--- src/rtl/scrp_pkg.sv ---
`timescale 1ns/1ps
package scrp_pkg;
    localparam int RES_W     = 12;
    localparam int CHAN_W    = 3;
    localparam int FRAME_W   = 1 + CHAN_W + RES_W;
    localparam int CFG_W     = CHAN_W + 2;
    localparam int BIT_CNT_W = $clog2(FRAME_W);
    localparam int CFG_CNT_W = $clog2(CFG_W + 1);

    typedef enum logic {
        XFER_READ  = 1'b0,
        XFER_WRITE = 1'b1
    } xfer_kind_e;

    typedef struct packed {
        logic [CHAN_W-1:0] chan;
        logic              convert;
        logic              standby;
    } cfg_t;

    typedef logic [FRAME_W-1:0] frame_t;

    // leading zero, channel, result; most significant bit goes out first
    function automatic frame_t build_frame(input logic [CHAN_W-1:0] chan,
                                           input logic [RES_W-1:0]  res);
        return {1'b0, chan, res};
    endfunction

    // first received bit is the channel MSB; the last two are convert, standby
    function automatic cfg_t decode_cfg(input logic [CFG_W-1:0] bits);
        cfg_t c;
        c.chan    = bits[CFG_W-1 -: CHAN_W];
        c.convert = bits[1];
        c.standby = bits[0];
        return c;
    endfunction
endpackage

--- src/rtl/scrp_divider.sv ---
`timescale 1ns/1ps
module scrp_divider #(
    parameter int DIV_W = 8
) (
    input  logic             clk,
    input  logic             rst,
    input  logic             en,
    input  logic [DIV_W-1:0] half_m1,
    output logic             tick
);
    logic [DIV_W-1:0] cnt_q;

    always_ff @(posedge clk) begin
        if (rst || !en)
            cnt_q <= '0;
        else if (cnt_q >= half_m1)
            cnt_q <= '0;
        else
            cnt_q <= cnt_q + 1'b1;
    end

    assign tick = en && (cnt_q >= half_m1);
endmodule

--- src/rtl/scrp_framer.sv ---
`timescale 1ns/1ps
module scrp_framer
    import scrp_pkg::*;
(
    input  logic       clk,
    input  logic       rst,
    input  logic       tick,
    input  logic       req_rd,
    input  logic       req_wr,
    output logic       busy_o,
    output xfer_kind_e kind_o,
    output logic       sclk_o,
    output logic       fall_o,
    output logic       rise_o,
    output logic       take_o
);
    localparam logic [BIT_CNT_W-1:0] LAST_RISE = BIT_CNT_W'(FRAME_W - 1);

    logic [BIT_CNT_W-1:0] rise_cnt_q;

    assign take_o = !busy_o && (req_rd || req_wr);
    assign fall_o = busy_o && tick && sclk_o;
    assign rise_o = busy_o && tick && !sclk_o;

    always_ff @(posedge clk) begin
        if (rst) begin
            busy_o     <= 1'b0;
            kind_o     <= XFER_READ;
            sclk_o     <= 1'b1;
            rise_cnt_q <= '0;
        end else if (take_o) begin
            busy_o     <= 1'b1;
            kind_o     <= req_rd ? XFER_READ : XFER_WRITE;
            sclk_o     <= 1'b1;
            rise_cnt_q <= '0;
        end else if (busy_o && tick) begin
            sclk_o <= !sclk_o;
            if (!sclk_o) begin
                rise_cnt_q <= rise_cnt_q + 1'b1;
                if (rise_cnt_q == LAST_RISE)
                    busy_o <= 1'b0;
            end
        end
    end
endmodule

--- src/rtl/scrp_cfg_capture.sv ---
`timescale 1ns/1ps
module scrp_cfg_capture
    import scrp_pkg::*;
(
    input  logic clk,
    input  logic rst,
    input  logic start,
    input  logic sample,
    input  logic ser_in,
    output cfg_t cfg_o,
    output logic convert_pulse_o
);
    localparam logic [CFG_CNT_W-1:0] LAST_CFG = CFG_CNT_W'(CFG_W - 1);

    logic [CFG_W-2:0]     shift_q;
    logic [CFG_CNT_W-1:0] got_q;
    logic [CFG_W-1:0]     next_bits;
    cfg_t                 next_cfg;

    assign next_bits = {shift_q, ser_in};
    assign next_cfg  = decode_cfg(next_bits);

    always_ff @(posedge clk) begin
        convert_pulse_o <= 1'b0;
        if (rst) begin
            shift_q <= '0;
            got_q   <= '0;
            cfg_o   <= '0;
        end else if (start) begin
            got_q <= '0;
        end else if (sample && (got_q < CFG_CNT_W'(CFG_W))) begin
            shift_q <= next_bits[CFG_W-2:0];
            got_q   <= got_q + 1'b1;
            if (got_q == LAST_CFG) begin
                cfg_o           <= next_cfg;
                convert_pulse_o <= next_cfg.convert;
            end
        end
    end
endmodule

--- src/rtl/selfclk_result_port.sv ---
`timescale 1ns/1ps
module selfclk_result_port
    import scrp_pkg::*;
#(
    parameter int DIV_W = 8
) (
    input  logic              clk,
    input  logic              rst,
    input  logic [DIV_W-1:0]  half_period_m1,
    input  logic              conv_done,
    input  logic [CHAN_W-1:0] chan_addr,
    input  logic [RES_W-1:0]  conv_result,
    input  logic              wr_frame_n,
    input  logic              ser_in,
    output logic              ser_clk,
    output logic              rd_frame_n,
    output logic              ser_out,
    output logic              ser_out_en,
    output logic [CHAN_W-1:0] cfg_chan,
    output logic              cfg_convert,
    output logic              cfg_standby,
    output logic              convert_pulse
);
    logic       tick, frm_busy, fall, rise, take;
    xfer_kind_e frm_kind;
    logic       wr_frame_q, wr_fall, conv_pend_q, wr_pend_q;
    logic       rd_req, wr_req, rd_take;
    logic       rd_active, wr_active;
    frame_t     hold_q, shift_q;
    cfg_t       cfg;

    // host strobe edge detection
    always_ff @(posedge clk) begin
        if (rst) wr_frame_q <= 1'b1;
        else     wr_frame_q <= wr_frame_n;
    end
    assign wr_fall = wr_frame_q && !wr_frame_n;

    assign rd_req  = conv_done || conv_pend_q;
    assign wr_req  = wr_fall || wr_pend_q;
    assign rd_take = take && rd_req;

    scrp_divider #(.DIV_W(DIV_W)) u_div (
        .clk(clk), .rst(rst), .en(frm_busy), .half_m1(half_period_m1), .tick(tick)
    );

    scrp_framer u_frm (
        .clk(clk), .rst(rst), .tick(tick), .req_rd(rd_req), .req_wr(wr_req),
        .busy_o(frm_busy), .kind_o(frm_kind), .sclk_o(ser_clk),
        .fall_o(fall), .rise_o(rise), .take_o(take)
    );

    assign rd_active = frm_busy && (frm_kind == XFER_READ);
    assign wr_active = frm_busy && (frm_kind == XFER_WRITE);

    // pending requests and the held frame
    always_ff @(posedge clk) begin
        if (rst) begin
            conv_pend_q <= 1'b0;
            wr_pend_q   <= 1'b0;
            hold_q      <= '0;
            shift_q     <= '0;
        end else begin
            if (rd_take)
                conv_pend_q <= conv_pend_q && conv_done;
            else
                conv_pend_q <= conv_pend_q || conv_done;

            if (take && !rd_req)
                wr_pend_q <= 1'b0;
            else
                wr_pend_q <= wr_pend_q || wr_fall;

            if (conv_done && !(rd_take && !conv_pend_q))
                hold_q <= build_frame(chan_addr, conv_result);

            if (rd_take)
                shift_q <= conv_pend_q ? hold_q : build_frame(chan_addr, conv_result);
            else if (rise && rd_active)
                shift_q <= {shift_q[FRAME_W-2:0], 1'b0};
        end
    end

    scrp_cfg_capture u_cfg (
        .clk(clk), .rst(rst), .start(take && !rd_req),
        .sample(fall && wr_active), .ser_in(ser_in),
        .cfg_o(cfg), .convert_pulse_o(convert_pulse)
    );

    assign rd_frame_n  = !rd_active;
    assign ser_out_en  = rd_active;
    assign ser_out     = rd_active && shift_q[FRAME_W-1];
    assign cfg_chan    = cfg.chan;
    assign cfg_convert = cfg.convert;
    assign cfg_standby = cfg.standby;
endmodule

--- config.mk ---
export PLATFORM = sky130hd
export DESIGN_NAME = selfclk_result_port
export DESIGN_NICKNAME = d
export VERILOG_FILES = /design/src/rtl/scrp_pkg.sv /design/src/rtl/scrp_divider.sv /design/src/rtl/scrp_framer.sv /design/src/rtl/scrp_cfg_capture.sv /design/src/rtl/selfclk_result_port.sv
export SDC_FILE = /design/constraint.sdc
export NUM_CORES = 1
export LEC_CHECK = 0
export BUFFER_PORTS_ARGS = -buffer_cell sky130_fd_sc_hd__buf_2
export CAP_MARGIN = 40
export CORE_MARGIN = 8
export CORE_UTILIZATION = 57
export DETAILED_ROUTE_END_ITERATION = 7
export GPL_ROUTABILITY_DRIVEN = 0
export GPL_TIMING_DRIVEN = 0
export MAX_ROUTING_LAYER = met4
export PLACE_DENSITY = 0.79
export SETUP_SLACK_MARGIN = 0.5
export SYNTH_ARGS = -nofsm -noshare
export SYNTH_HDL_FRONTEND = slang
export SYNTH_SLANG_ARGS = --single-unit
export TNS_END_PERCENT = 1
--- constraint.sdc ---
create_clock -name clk -period 2.1 [get_ports clk]
set_input_delay 0.42 -clock clk [delete_from_list [all_inputs] [get_ports clk]]
set_output_delay 0.42 -clock clk [all_outputs]
set_load 0.02 [all_outputs]
==> results.sh <==
export IMPL_hpwl_um=5160
export IMPL_critPathKind="flip-flop to flip-flop"
export IMPL_drive_above_1_share_pct=22.6
export IMPL_numCtsBuffers=9
export IMPL_firstDrtPassIters=4
export IMPL_portBuffers=37
export IMPL_synth_cell_type_count=39
export IMPL_yosys_area_top_type="dfxtp_1"
export IMPL_grt_max_degree=11
export IMPL_clock_latency_ps=340
export IMPL_final_cell_area_um2=3650
export IMPL_syn_cell_area_um2=2970
export IMPL_critPathLaunchType="flip-flop"
export IMPL_use_met3_pct=3.94
export IMPL_synthFlopType="dfxtp_1"
export IMPL_rsz0062_at_grt="yes"
export IMPL_fillers=401
export IMPL_fmax_mhz=488
export IMPL_fin_nets=451
export IMPL_async_reset_ff_share_pct=0
export IMPL_drt_total_wl_um=7600
export IMPL_areaGrowthSynthToFinish_pct=22.9
export IMPL_required_ps=2370
export IMPL_p_leak_uw=0.00139
export IMPL_fp_dieH_um=88.2
export IMPL_yosysWarnings=0
export IMPL_crit_chain="inv_4 -> ha_4 -> nand2b_4 -> a2111oi_4 -> buf_4 -> buf_6 -> o31a_4 -> or4_1 -> a21oi_1"
export IMPL_ant_nets=0
export IMPL_h_tree_depth=3
export IMPL_clk_pin_slew_ps=70
export IMPL_ys_top_cells_by_area="dfxtp_1 42%, nand3_1 5.7%, a21oi_1 5.6%"
export IMPL_grt_pass1_vias=2832
export IMPL_antenna_found_initial=0
export IMPL_start_util_pct=58.6
export IMPL_synth_seq_cells=62
export IMPL_critPathBufInv=3
export IMPL_clock_sinks=62
export IMPL_ys_seq_area_share_pct=41.8
export IMPL_grt_most_used_layer="met2"
export IMPL_finalSetupViolCount=0
export IMPL_synth_edf_count=0
export IMPL_synth_most_common_cell="dfxtp_1"
export IMPL_yosysTopAreaCellShare_pct=41.8
export IMPL_worst_pin_slew_ps=921
export IMPL_peakVddDrop_uv=801
export IMPL_hold_viol=0
export IMPL_pin_count=38
export IMPL_post_drt_wl_per_cell_um=15.6
export IMPL_report_power_total_uw=2620
export IMPL_track_usage_pct=20.9
export IMPL_drt_iter0_markers=114
export IMPL_use_met1_pct=24.9
export IMPL_clockBufferDepth=2
export IMPL_clock_skew_ps=5.48
export IMPL_slowest_delay_ps=470
export IMPL_antenna_cells=0
export IMPL_cpLargestDelayFamily="simple AND/OR/NAND/NOR gates"
export IMPL_overflow=0
export IMPL_crit_path_end_kind="flip-flop"
export IMPL_path_max_fanout=4
export IMPL_synth_avg_cell_area_um2=8.35
export IMPL_maxSlewHeadroom_pct=38.0
export IMPL_syn_inst=356
export IMPL_hp_class="input pin to flip-flop"
export IMPL_vias=2842
export IMPL_vias_per_cell=5.85
export IMPL_drc=0
export IMPL_powerDensity_nw_per_um2=718
export IMPL_grt_met2_usage_pct=33.2
export IMPL_min_period_over_period_pct=97.6
export IMPL_maxCapViolations=0
export IMPL_placed_area_um2=3320
export IMPL_core_area_um2=5070
export IMPL_clock_tree_root_cell="clkbuf_8"
export IMPL_drv_slew=0
export IMPL_cp_arrival_ps=2320
export IMPL_grt_pass1_wl_um=12500
export IMPL_syn_nets=396
export IMPL_cp_slowest_cell="or4_1"
export IMPL_dieArea_um2=7780
export IMPL_cts_tree="done"
export IMPL_fin_crit_ps=2050
export IMPL_synth_commonest_cells="62 x dfxtp_1, 35 x nand2_1, 34 x nand3_1"
export IMPL_dieWidth_um=88.2
export IMPL_fp_row_count=26
export IMPL_status="completed"
worst paths after layout:
path                       start              to  slack [ps]  cells past startpoint
setup / recovery  u_div.cnt_q[0]  u_cfg.got_q[2]          50                      9
hold / removal        wr_frame_n      wr_frame_q         280                      2
setup reg to reg  u_div.cnt_q[0]  u_cfg.got_q[2]          50                      9
hold reg to reg       hold_q[14]      hold_q[14]         460                      2
per-layer routing:
layer	up-vias	share of wire [%]	routed length [um]
met2	73	48	3650
met5	-	0	0
met3	13	4.3	324
met4	0	1.7	131
li1	1398	-	-
met1	1358	46	3500
where the power goes:
group / switching (uW) / internal, uW / leakage (uW)
sequential: 30.1 / 1230 / 0.000507
combinational: 179 / 124 / 0.000773
clock: 455 / 607 / 0.000106
registers in the layout (all words and copies together), names as in the netlist:
name	flops
u_cfg.got_q	3
u_frm.sclk_o	1
shift_q	16
u_div.cnt_q	8
wr_pend_q	1
u_cfg.convert_pulse_o	1
conv_pend_q	1
u_frm.rise_cnt_q	4
wr_frame_q	1
hold_q	15
u_frm.busy_o	1
u_cfg.shift_q	4
u_cfg.cfg_o	5
u_frm.kind_o	1
stage by stage:
stage	setup slack [ps]	hold WS [ps]	std cells	utilization (%)	TNS, ps
6_report	50.7	281	486	72.0	0
5_1_grt	7.36	267	486	72.0	0
4_1_cts	74.0	274	484	71.2	0
3_5_place_dp	-122	449	463	65.5	-1350
3_3_place_gp	-117	439	463	65.5	-1000
2_1_floorplan	237	433	356	-	0
cell families (layout without fill, tap and decap cells):
group | after synthesis | count (layout) | share of synthesized area (%)
flops | 62 | 62 | 41.8
fa+ha+maj | 12 | 12 | 5.05
mux | 1 | 1 | 0.379
simple gates | 126 | 126 | 21.5
compound gates | 110 | 111 | 24.0
buf+inv | 39 | 98 | 5.56
xor+xnor | 6 | 6 | 1.77
what timing repair did:
item,CTS,global route
cloned,3,0
pin swaps,5,8
hold buffers,0,0
endpoints found under the setup margin,56,56
resized for setup,14,6
buffers inserted,2,2
cell type report:
type | count | area, um2 | share of cell area (%)
plain buffers | 25 | 128 | 3.49
clock buffers | 12 | 155 | 4.25
clock inverters | 4 | 45.0 | 1.23
inverters | 14 | 67.6 | 1.85
multi-input cells | 256 | 1690 | 46.2
flip-flops and latches | 62 | 1250 | 34.1
well taps | 70 | 87.6 | 2.40
repair buffers | 43 | 235 | 6.44
layout by cell type, fill, tap and decap left out, types with 2 or more instances in the layout:
cell type,n
clkinv_2,3
a21boi_0,2
o21ai_0,29
and3_1,5
nor3_1,11
nand3_1,34
buf_2,41
nand2b_1,6
buf_4,7
nand4_1,2
inv_4,3
nor2b_1,17
or2_2,2
nand2_1,35
o31a_4,2
ha_4,6
buf_6,4
or4_1,3
xor2_1,5
clkbuf_8,11
o21a_1,3
a21oi_1,33
nor2_1,6
ha_1,6
dfxtp_1,60
inv_1,7
o21ai_1,2
buf_1,2
a211oi_1,15
a311oi_1,14
clkbuf_1,15
inv_2,3
No activity file was read; power rests on OpenSTA's default activity.
